--- config.mk ---
export PLATFORM = sky130hd
export DESIGN_NAME = page_cfg_otp
export DESIGN_NICKNAME = d
export VERILOG_FILES = /design/src/rtl/page_cfg_pkg.sv /design/src/rtl/spi_pin_sync.sv /design/src/rtl/cmd_seq_matcher.sv /design/src/rtl/prog_timer.sv /design/src/rtl/page_cfg_otp.sv
export SDC_FILE = /design/constraint.sdc
export NUM_CORES = 1
export LEC_CHECK = 0
export BUFFER_PORTS_ARGS = -buffer_cell sky130_fd_sc_hd__buf_2
export CAP_MARGIN = 30
export CORE_MARGIN = 4
export CORE_UTILIZATION = 35
export CTS_CLUSTER_DIAMETER = 30
export DETAILED_ROUTE_END_ITERATION = 10
export PLACE_DENSITY = 0.64
export SYNTH_ARGS = -nofsm -noshare
export SYNTH_HDL_FRONTEND = slang
export SYNTH_SLANG_ARGS = --single-unit
--- constraint.sdc ---
create_clock -name clk -period 1.6 [get_ports clk]
set_input_delay 0.24 -clock clk [delete_from_list [all_inputs] [get_ports clk]]
set_output_delay 0.24 -clock clk [all_outputs]
set_load 0.05 [all_outputs]
--- src/rtl/page_cfg_pkg.sv ---
`timescale 1ns/1ps
// Shared constants for the page-size configuration handler: the unlock
// command bytes and the two page sizes. Assumes a byte-wide serial protocol.
package page_cfg_pkg;
    localparam int CMD_BYTES = 4;
    localparam int CMD_BITS  = CMD_BYTES * 8;
    // Command bytes, first byte in the top octet.
    localparam logic [CMD_BITS-1:0] CMD_SEQ = 32'h3D2A_80A6;
    localparam int PAGE_W = 9;
    localparam logic [PAGE_W-1:0] PAGE_STD = 9'd264;
    localparam logic [PAGE_W-1:0] PAGE_BIN = 9'd256;

    // Expected command byte at position idx (0 = first sent).
    function automatic logic [7:0] cmd_byte(input int idx);
        return CMD_SEQ[(CMD_BYTES - 1 - idx) * 8 +: 8];
    endfunction
endpackage

--- src/rtl/spi_pin_sync.sv ---
`timescale 1ns/1ps
// Brings the three SPI pins into the system clock domain through a flop
// chain and detects SCK and chip-select rising edges.
// Assumes SCK is several system clocks per half period and that MOSI is
// stable for more than one system clock around each SCK rise.
module spi_pin_sync #(
    parameter int STAGES = 2
) (
    input  logic clk,
    input  logic rst_n,
    input  logic sck_pin,
    input  logic cs_n_pin,
    input  logic mosi_pin,
    output logic sck_rise,
    output logic cs_high,
    output logic cs_rise,
    output logic mosi_s
);
    localparam int NSIG = 3;
    localparam logic [NSIG-1:0] IDLE = 3'b010;   // {sck, cs_n, mosi}

    logic [NSIG-1:0] stg [STAGES];
    logic            sck_d, cs_d;

    // Shift the raw pins through the synchronizer chain.
    always_ff @(posedge clk) begin
        if (!rst_n) begin
            for (int i = 0; i < STAGES; i++) stg[i] <= IDLE;
        end else begin
            stg[0] <= {sck_pin, cs_n_pin, mosi_pin};
            for (int i = 1; i < STAGES; i++) stg[i] <= stg[i-1];
        end
    end

    // Keep the previous synchronized SCK and CS for edge detection.
    always_ff @(posedge clk) begin
        if (!rst_n) begin
            sck_d <= 1'b0;
            cs_d  <= 1'b1;
        end else begin
            sck_d <= stg[STAGES-1][2];
            cs_d  <= stg[STAGES-1][1];
        end
    end

    assign sck_rise = stg[STAGES-1][2] & ~sck_d;
    assign cs_high  = stg[STAGES-1][1];
    assign cs_rise  = stg[STAGES-1][1] & ~cs_d;
    assign mosi_s   = stg[STAGES-1][0];
endmodule

--- src/rtl/cmd_seq_matcher.sv ---
`timescale 1ns/1ps
// Counts bits in one chip-select frame and compares each completed byte
// against the unlock command. Requests programming when chip select rises
// after exactly the command length with every byte matched.
// Assumes synchronized inputs from spi_pin_sync.
module cmd_seq_matcher
    import page_cfg_pkg::*;
(
    input  logic clk,
    input  logic rst_n,
    input  logic clear,
    input  logic sck_rise,
    input  logic cs_high,
    input  logic cs_rise,
    input  logic mosi_s,
    output logic prog_req
);
    localparam int CNT_W = $clog2(CMD_BITS + 2);
    localparam logic [CNT_W-1:0] CNT_FULL = CNT_W'(CMD_BITS);
    localparam logic [CNT_W-1:0] CNT_SAT  = CNT_W'(CMD_BITS + 1);

    logic [CNT_W-1:0] bit_cnt;
    logic [6:0]       shreg;
    logic             all_ok;
    logic [7:0]       next_byte;

    assign next_byte = {shreg, mosi_s};

    // Track bit count, shift data and clear the match flag on any bad byte.
    always_ff @(posedge clk) begin
        if (!rst_n || clear || cs_high) begin
            bit_cnt <= '0;
            shreg   <= '0;
            all_ok  <= 1'b1;
        end else if (sck_rise) begin
            shreg <= next_byte[6:0];
            if (bit_cnt != CNT_SAT) bit_cnt <= bit_cnt + 1'b1;
            if (bit_cnt[2:0] == 3'd7 && bit_cnt < CNT_FULL &&
                next_byte != cmd_byte(int'(bit_cnt >> 3)))
                all_ok <= 1'b0;
        end
    end

    assign prog_req = cs_rise && all_ok && (bit_cnt == CNT_FULL);

    // chip select high leaves the frame state cleared.
    p_frame_clear_r5: assert property (@(posedge clk) disable iff (!rst_n)
        cs_high |=> (bit_cnt == '0 && all_ok));
endmodule

--- src/rtl/prog_timer.sv ---
`timescale 1ns/1ps
// Self-timed programming interval: busy for exactly CYCLES clocks after a
// start pulse, with a one-cycle done strobe on the last busy clock.
// An abort ends the interval without a done strobe. Assumes CYCLES >= 2.
module prog_timer #(
    parameter int CYCLES = 50
) (
    input  logic clk,
    input  logic rst_n,
    input  logic start,
    input  logic abort,
    output logic busy,
    output logic done
);
    localparam int CW = $clog2(CYCLES);
    localparam logic [CW-1:0] LOAD = CW'(CYCLES - 1);

    logic [CW-1:0] cnt;

    // Load the counter on start and count down while busy.
    always_ff @(posedge clk) begin
        if (!rst_n || abort) begin
            busy <= 1'b0;
            cnt  <= '0;
        end else if (busy) begin
            if (cnt == '0) busy <= 1'b0;
            else           cnt  <= cnt - 1'b1;
        end else if (start) begin
            busy <= 1'b1;
            cnt  <= LOAD;
        end
    end

    assign done = busy && (cnt == '0) && !abort;

    // busy only ends after the full count or by an abort.
    p_busy_end_r2: assert property (@(posedge clk) disable iff (!rst_n)
        $fell(busy) |-> ($past(cnt) == '0 || $past(abort)));
endmodule

--- src/rtl/page_cfg_otp.sv ---
`timescale 1ns/1ps
// Page-size configuration command handler. Holds the one-time flag
// (cleared only by rst_n, modelling manufacture) and the active page size
// that is loaded from the flag on each power-cycle pulse.
// Assumes pwr_cycle is a synchronous one-clock pulse.
module page_cfg_otp
    import page_cfg_pkg::*;
#(
    parameter int SYNC_STAGES = 2,
    parameter int PROG_CYCLES = 50
) (
    input  logic              clk,
    input  logic              rst_n,
    input  logic              pwr_cycle,
    input  logic              spi_sck,
    input  logic              spi_cs_n,
    input  logic              spi_mosi,
    output logic [PAGE_W-1:0] active_page_size,
    output logic              busy,
    output logic              status_bit0
);
    logic sck_rise, cs_high, cs_rise, mosi_s;
    logic prog_req, prog_start, prog_done;
    logic otp_flag, active_bin;

    spi_pin_sync #(.STAGES(SYNC_STAGES)) u_sync (
        .clk(clk), .rst_n(rst_n),
        .sck_pin(spi_sck), .cs_n_pin(spi_cs_n), .mosi_pin(spi_mosi),
        .sck_rise(sck_rise), .cs_high(cs_high), .cs_rise(cs_rise),
        .mosi_s(mosi_s)
    );

    cmd_seq_matcher u_match (
        .clk(clk), .rst_n(rst_n), .clear(pwr_cycle),
        .sck_rise(sck_rise), .cs_high(cs_high), .cs_rise(cs_rise),
        .mosi_s(mosi_s), .prog_req(prog_req)
    );

    // Start only when idle, not yet programmed and not being power-cycled.
    assign prog_start = prog_req && !busy && !otp_flag && !pwr_cycle;

    prog_timer #(.CYCLES(PROG_CYCLES)) u_timer (
        .clk(clk), .rst_n(rst_n), .start(prog_start), .abort(pwr_cycle),
        .busy(busy), .done(prog_done)
    );

    // Nonvolatile flag: set once at the end of programming.
    always_ff @(posedge clk) begin
        if (!rst_n)         otp_flag <= 1'b0;
        else if (prog_done) otp_flag <= 1'b1;
    end

    // Active page size is sampled from the flag at each power cycle.
    always_ff @(posedge clk) begin
        if (!rst_n)         active_bin <= 1'b0;
        else if (pwr_cycle) active_bin <= otp_flag;
    end

    assign active_page_size = active_bin ? PAGE_BIN : PAGE_STD;
    assign status_bit0      = otp_flag;

    // the flag never clears once set.
    p_otp_keep_r8: assert property (@(posedge clk) disable iff (!rst_n)
        otp_flag |=> otp_flag);
    // programming never starts on an already-set flag.
    p_no_restart_r8: assert property (@(posedge clk) disable iff (!rst_n)
        $rose(busy) |-> !$past(otp_flag));
    // the flag is set exactly when the busy interval finishes.
    p_set_at_finish_r2: assert property (@(posedge clk) disable iff (!rst_n)
        $rose(otp_flag) |-> $fell(busy));
    // the active size moves only on a power-cycle pulse.
    p_active_on_cycle_r6: assert property (@(posedge clk) disable iff (!rst_n)
        !$stable(active_bin) |-> $past(pwr_cycle));
endmodule

---- Word-level counts from Yosys, hierarchy flattened ----
Memories as Yosys holds them, arrays and structs flattened.
Index checks and enable logic that the tools add are counted.
word-level totals
  memories ................................ 1
  output and inout port bits .............. 11
  memory bits (writable) .................. 6
  logic and storage cells ................. 57
  flip-flop bits (word level) ............. 25
memory list
  name        words  bits a word  read ports  clocked after Yosys merged registers in  write ports  line                source
  u_sync.stg  2      3            2           0                                        2            spi_pin_sync.sv:22  logic [NSIG-1:0] stg [STAGES];
cells by class
  shifts and indexed selects .............. 1
  muxes and demuxes ....................... 11
  eq/ne operators ......................... 5
  bitwise logic cells ..................... 6
  add/sub/neg operators ................... 3
  reduce and logical (&&, ||, !) cells .... 20
  order comparisons ....................... 1
operators with widths
  cell                      count
  $shiftx 32x32->8 const A  1
  $mux 6                    3
  $logic_and 1x1->1         9
  $ne 8x8->1                1
  $add 6x1->6 const B       1
  $eq 6x6->1 const B        1
  $logic_not 6->1           1
  $lt 6x6->1 const B        1
  $mux 3                    2
  $ne 6x6->1 const B        1
  $reduce_and 2->1          3
  $sub 6x1->6 const B       1
  $mux 1                    5
  $logic_not 1->1           4
  $mux 4                    1
  $sub 2x3->4 const A       1
  $eq 3x3->1 const B        1
  $and 1x1->1               2
  $logic_or 1x1->1          2
  $ne 2x2->1 const B        1
  $not 1->1                 2
  $or 1x1->1                2
  $reduce_bool 2->1         1

---- Logic depth before layout (Yosys ltp) ----
  word-level depth ........................ 9
  gate-level depth with buffers ........... 6
  depth with buffers taken out ............ 6

---- Modules after synthesis ----
A second synthesis with hierarchy kept.
second synthesis, totals
  cells, all modules ...................... 163
  area total of the unflattened synthesis .. 1547.7 um2
by module, submodules not included
  module           area each (um2)  cells an instance  instances
  cmd_seq_matcher  757.0            81                 1
  prog_timer       417.9            47                 1
  spi_pin_sync     222.7            18                 1
  page_cfg_otp     150.1            17                 1

---- Worst setup path after synthesis ----
No wires, ideal clock.
  path kind ............................... register to register
  start ................................... register u_timer.busy
  end ..................................... register u_timer.cnt[5]
  cell stages (with the launch flop) ...... 5
  path slack .............................. -211 ps
  arrival time ............................ 1686 ps
  data required time ...................... 1475 ps
  setup time .............................. 125 ps
  buffers on the path ..................... 0
  cell sequence ........................... dfxtp_1 -> or3b_2 -> nor4_1 -> mux2i_1 -> a21oi_1
on the way
  longest elaborated chain between the ends .. 6
  elaborated cells on any way between the ends .. 8
  classes of those cells .................. 1 x eq/ne; 1 x mux; 6 x reduce/logical
ends and longest elaborated chain
  what                                line                source
  start: declaration                  prog_timer.sv:12    output logic busy,
  start signal: assignment            prog_timer.sv:23    busy <= 1'b0;
  start signal: assignment            prog_timer.sv:26    if (cnt == '0) busy <= 1'b0;
  start signal: assignment            prog_timer.sv:29    busy <= 1'b1;
  $logic_not 1->1                     page_cfg_otp.sv:40  assign prog_start = prog_req && !busy && !otp_flag && !pwr_cycle;
  $logic_and 1x1->1 (3 in a row)      page_cfg_otp.sv:40
  $reduce_bool 2->1 (no source line)  --
  $reduce_and 2->1 (no source line)   --
  end signal: assignment              prog_timer.sv:27    else cnt <= cnt - 1'b1;
  end: declaration                    prog_timer.sv:18    logic [CW-1:0] cnt;
Parallel ways exist; a longest one is shown, timed or not.
A chain may end at the register's enable or synchronous reset.

---- Worst setup path in the final report ----
  start ................................... register u_match.bit_cnt[2]
  end ..................................... register u_timer.cnt[0]
on the way
  longest elaborated chain between the ends .. 7
ends and longest elaborated chain
  what                                line                   source
  start: declaration                  cmd_seq_matcher.sv:22  logic [CNT_W-1:0] bit_cnt;
  start signal: assignment            cmd_seq_matcher.sv:37  if (bit_cnt != CNT_SAT) bit_cnt <= bit_cnt + 1'b1;
  $eq 6x6->1                          cmd_seq_matcher.sv:44  assign prog_req = cs_rise && all_ok && (bit_cnt == CNT_FULL);
  $logic_and 1x1->1                   cmd_seq_matcher.sv:44
  $logic_and 1x1->1 (3 in a row)      page_cfg_otp.sv:40
  $reduce_bool 2->1 (no source line)  --
  $reduce_and 2->1 (no source line)   --
Every way passes these cells.

==> flow_summary.yaml <==
cells_and_area:
  syn_to_final_growth_pct: 17.99
  drive_gt1_share_pct: 20.83
  post-route-util_pct: 43.08
  num_antenna_cells: 0
  mostFrequentLayoutCell: "dfxtp_1"
  layout_common_cells: "dfxtp_1 (28), nand2_1 (18), buf_4 (15)"
  nNetsFinal: 202
  final_cells: 242
clock_network:
  path_clk_slew_ns: 0.06
  h-tree-depth: 2
  ctsHoldBuffers: 0
  tritoncts: "done"
  insertion_delay_ns: 0.28
  cts_root_buffer: "clkbuf_8"
  numCtsBuffers: 5
  cts_max_path_buffers: 2
  post_cts_buffers: 0
  clkSinkCount: 31
place:
  placed_cells: 234
  io_buffers: 8
  place.gp.congestion: 0.7998
  hpwlAfterDp_mm: 1.997
  dp_slack_ns: -0.003839
floorplan:
  design.portCount: 17
  start_util_pct: 36.51
  die_h_um: 73.06
  fp-row-count: 23
  dieArea_sq_mm: 0.005338
  die_w_um: 73.06
  core_area_sq_mm: 0.004058
route:
  vias_per_cell: 4.814
  drcViolationCount: 0
  wl_per_cell_um: 11.20
  num_vias: 1165
  wirelength_mm: 2.710
  drt_iter0_drc: 60
  ant_nets: 0
  drt-pass1-iter-count: 4
critical_path:
  cp-start-kind: "flop"
  path_cells: "or4b_4 -> or3_4 -> and3_4 -> a211oi_2"
  reg2reg_from: "u_match.bit_cnt[2]"
  critPathKind: "flop to flop"
  cp_top_family: "simple AND/OR/NAND/NOR gates"
  r2r_slack_ns: -0.01
  timing.rr.end: "u_timer.cnt[0]"
  cp.arrival_ns: 1.82
  cp_slowest_stage_delay_ns: 0.53
  startpoint: "u_match.bit_cnt[2]"
  cp_max_fo: 5
  slowest_stage: "or4b_4"
  crit_cells: 4
  crit_path_end_kind: "flop"
  path_buf_inv: 0
  r2r_cells: 4
  worstPathRequired_ns: 1.81
  endpoint: "u_timer.cnt[0]"
sta:
  period_share_pct: 100.8
  skew_ns: 0.001774
  drv_slew: 0
  setup_viol: 1
  min_period_ns: 1.613
  fmax_mhz: 620.0
  tightest_slew_ns: 0.4940
  fin_ws_ns: -0.01292
  grt_setup_unrepaired: "yes"
  relSlewSlack_pct: 66.72
  report.final.hold_viol_count: 0
yosys:
  synth_area_sq_mm: 0.001481
  synth_cells: 171
  synth.distinct_cells: 43
  ys_ff_latch: 31
  synth_edf_count: 0
  async_flop_share_pct: 0
  yosysSeqAreaShare_pct: 41.89
  avgSynthCellArea_sq_um: 8.663
  yosysWarningCount: 0
  ys.flop_type: "dfxtp_1"
global_routing:
  grt_pass1_wl_mm: 4.788
  overflow: 0
  grt_use_total_pct: 11.77
  first_global_vias: 1111
  antenna_found_initial: 0
  grt_max_degree: 12
power_and_ir_drop:
  p_sw_mw: 0.3433
  p_clk_share_pct: 47.4
  power.density_mw_per_mm2: 941.7
  seqPwrFrac_pct: 47.6
  p_int_mw: 1.303
  p_leak_nw: 0.6719
  ir_drop_mv: 0.5793
  p_comb_share_pct: 4.9
  p_sw_share_pct: 20.86
run_status:
  violations: "negative setup slack"
  status: "complete, but fails checks"
hold_path:
  hold_path_class: "input pin to flop"
job:
  cap_violations: 0
-- layout make-up --
cell class              count  area (sq um)
inverters                   9         33.78
multi-input cells         121         757.0
clock buffers               6         82.58
clock inverters             2         35.03
repair buffers             23         152.6
flip-flops and latches     31         624.3
well taps                  50         62.56
fillers                   389          2310
-- power groups by stage --
stage               clock [mW]  combinational (mW)  sequential [mW]
global placement             0              0.0807            0.801
floorplan                    0              0.0801            0.800
finish                   0.781              0.0812            0.784
global route             0.852              0.0872            0.784
detailed placement           0              0.0812            0.801
CTS                      0.810              0.0814            0.784
-- worst register-to-register path, stage by stage, from the launching register on --
cell and delay (ns):
dfxtp_2 0.32, or4b_4 0.53, or3_4 0.41, and3_4 0.16, a211oi_2 0.12
-- cells by family (layout without fill, tap and decap cells) --
logic type	count (synthesis)	in the layout	synth area share, %
AND/OR/NAND/NOR	71	71	26.94
other	2	8	0.5069
XOR/XNOR	5	5	2.956
adder cells (fa/ha/maj)	5	5	4.223
buffers and inverters	25	40	8.868
AO/OA/AOI/OAI	29	29	12.58
multiplexers	3	3	2.027
flip-flops	31	31	41.89
-- registers in the layout, indices dropped and copies added, names as in the netlist --
signal           cells
u_sync.stg           6
u_timer.busy         1
u_sync.sck_d         1
active_bin           1
status_bit0          1
u_match.shreg        7
u_timer.cnt          6
u_match.all_ok       1
u_match.bit_cnt      6
u_sync.cs_d          1
-- metal layers --
layer	global-route usage [%]	vias up	wire length, um
met5	0	-	0
met4	4.918	0	41
met2	19.66	22	1316
li1	-	601	-
met1	13.30	537	1258
met3	4.545	5	93
-- Yosys cell counts (2+ instances only) --
| cell type | number | area (sq um) |
|---|---|---|
| dfxtp_1 | 31 | 620.6 |
| nand2_1 | 18 | 67.56 |
| a21oi_1 | 13 | 65.06 |
| nor2_1 | 10 | 37.54 |
| inv_1 | 9 | 33.78 |
| buf_4 | 8 | 60.06 |
| nand2b_1 | 7 | 43.79 |
| and2_1 | 6 | 37.54 |
| clkbuf_1 | 6 | 22.52 |
| ha_1 | 5 | 62.56 |
| o21a_1 | 4 | 30.03 |
| or3_1 | 4 | 25.02 |
| xor2_1 | 4 | 35.03 |
| mux2i_1 | 3 | 30.03 |
| nor2b_1 | 3 | 18.77 |
| nor3_1 | 3 | 15.01 |
| nor3b_1 | 3 | 22.52 |
| o21ai_0 | 3 | 15.01 |
| a31oi_1 | 2 | 12.51 |
| and3_1 | 2 | 12.51 |
| conb_1 | 2 | 7.510 |
| nand3_1 | 2 | 10.01 |
| nand4b_1 | 2 | 17.52 |
| nor4_1 | 2 | 12.51 |
-- worst min-delay path by stage --
| stage | startpoint | endpoint | slack, ns | depth (start not counted) |
|---|---|---|---|---|
| after floorplan | spi_cs_n | u_sync.stg[0][1] | 0.34 | 1 |
| after global placement | u_sync.stg[0][1] | u_sync.stg[0][4] | 0.39 | 1 |
| after detailed placement | u_sync.stg[0][1] | u_sync.stg[0][4] | 0.40 | 1 |
| after CTS | spi_cs_n | u_sync.stg[0][1] | 0.13 | 2 |
| after global routing | spi_cs_n | u_sync.stg[0][1] | 0.14 | 2 |
| final | spi_cs_n | u_sync.stg[0][1] | 0.14 | 2 |
-- through the flow --
stage	power [mW]	hold WS, ns	area [sq um]	setup TNS [ns]
2_1_floorplan	0.8798	0.3415	1511	-0.1685
3_3_place_gp	0.8813	0.3879	1629	0
3_5_place_dp	0.8824	0.4023	1629	-0.003839
4_1_cts	1.675	0.1280	1748	-0.02134
5_1_grt	1.723	0.1352	1748	-0.1767
6_report	1.646	0.1368	1748	-0.01292
-- repair_timing --
item,in CTS,in global routing
endpoints found under the setup margin,1,6
cloned,0,0
resized for setup,1,0
Power figures use the tool's default switching activity.
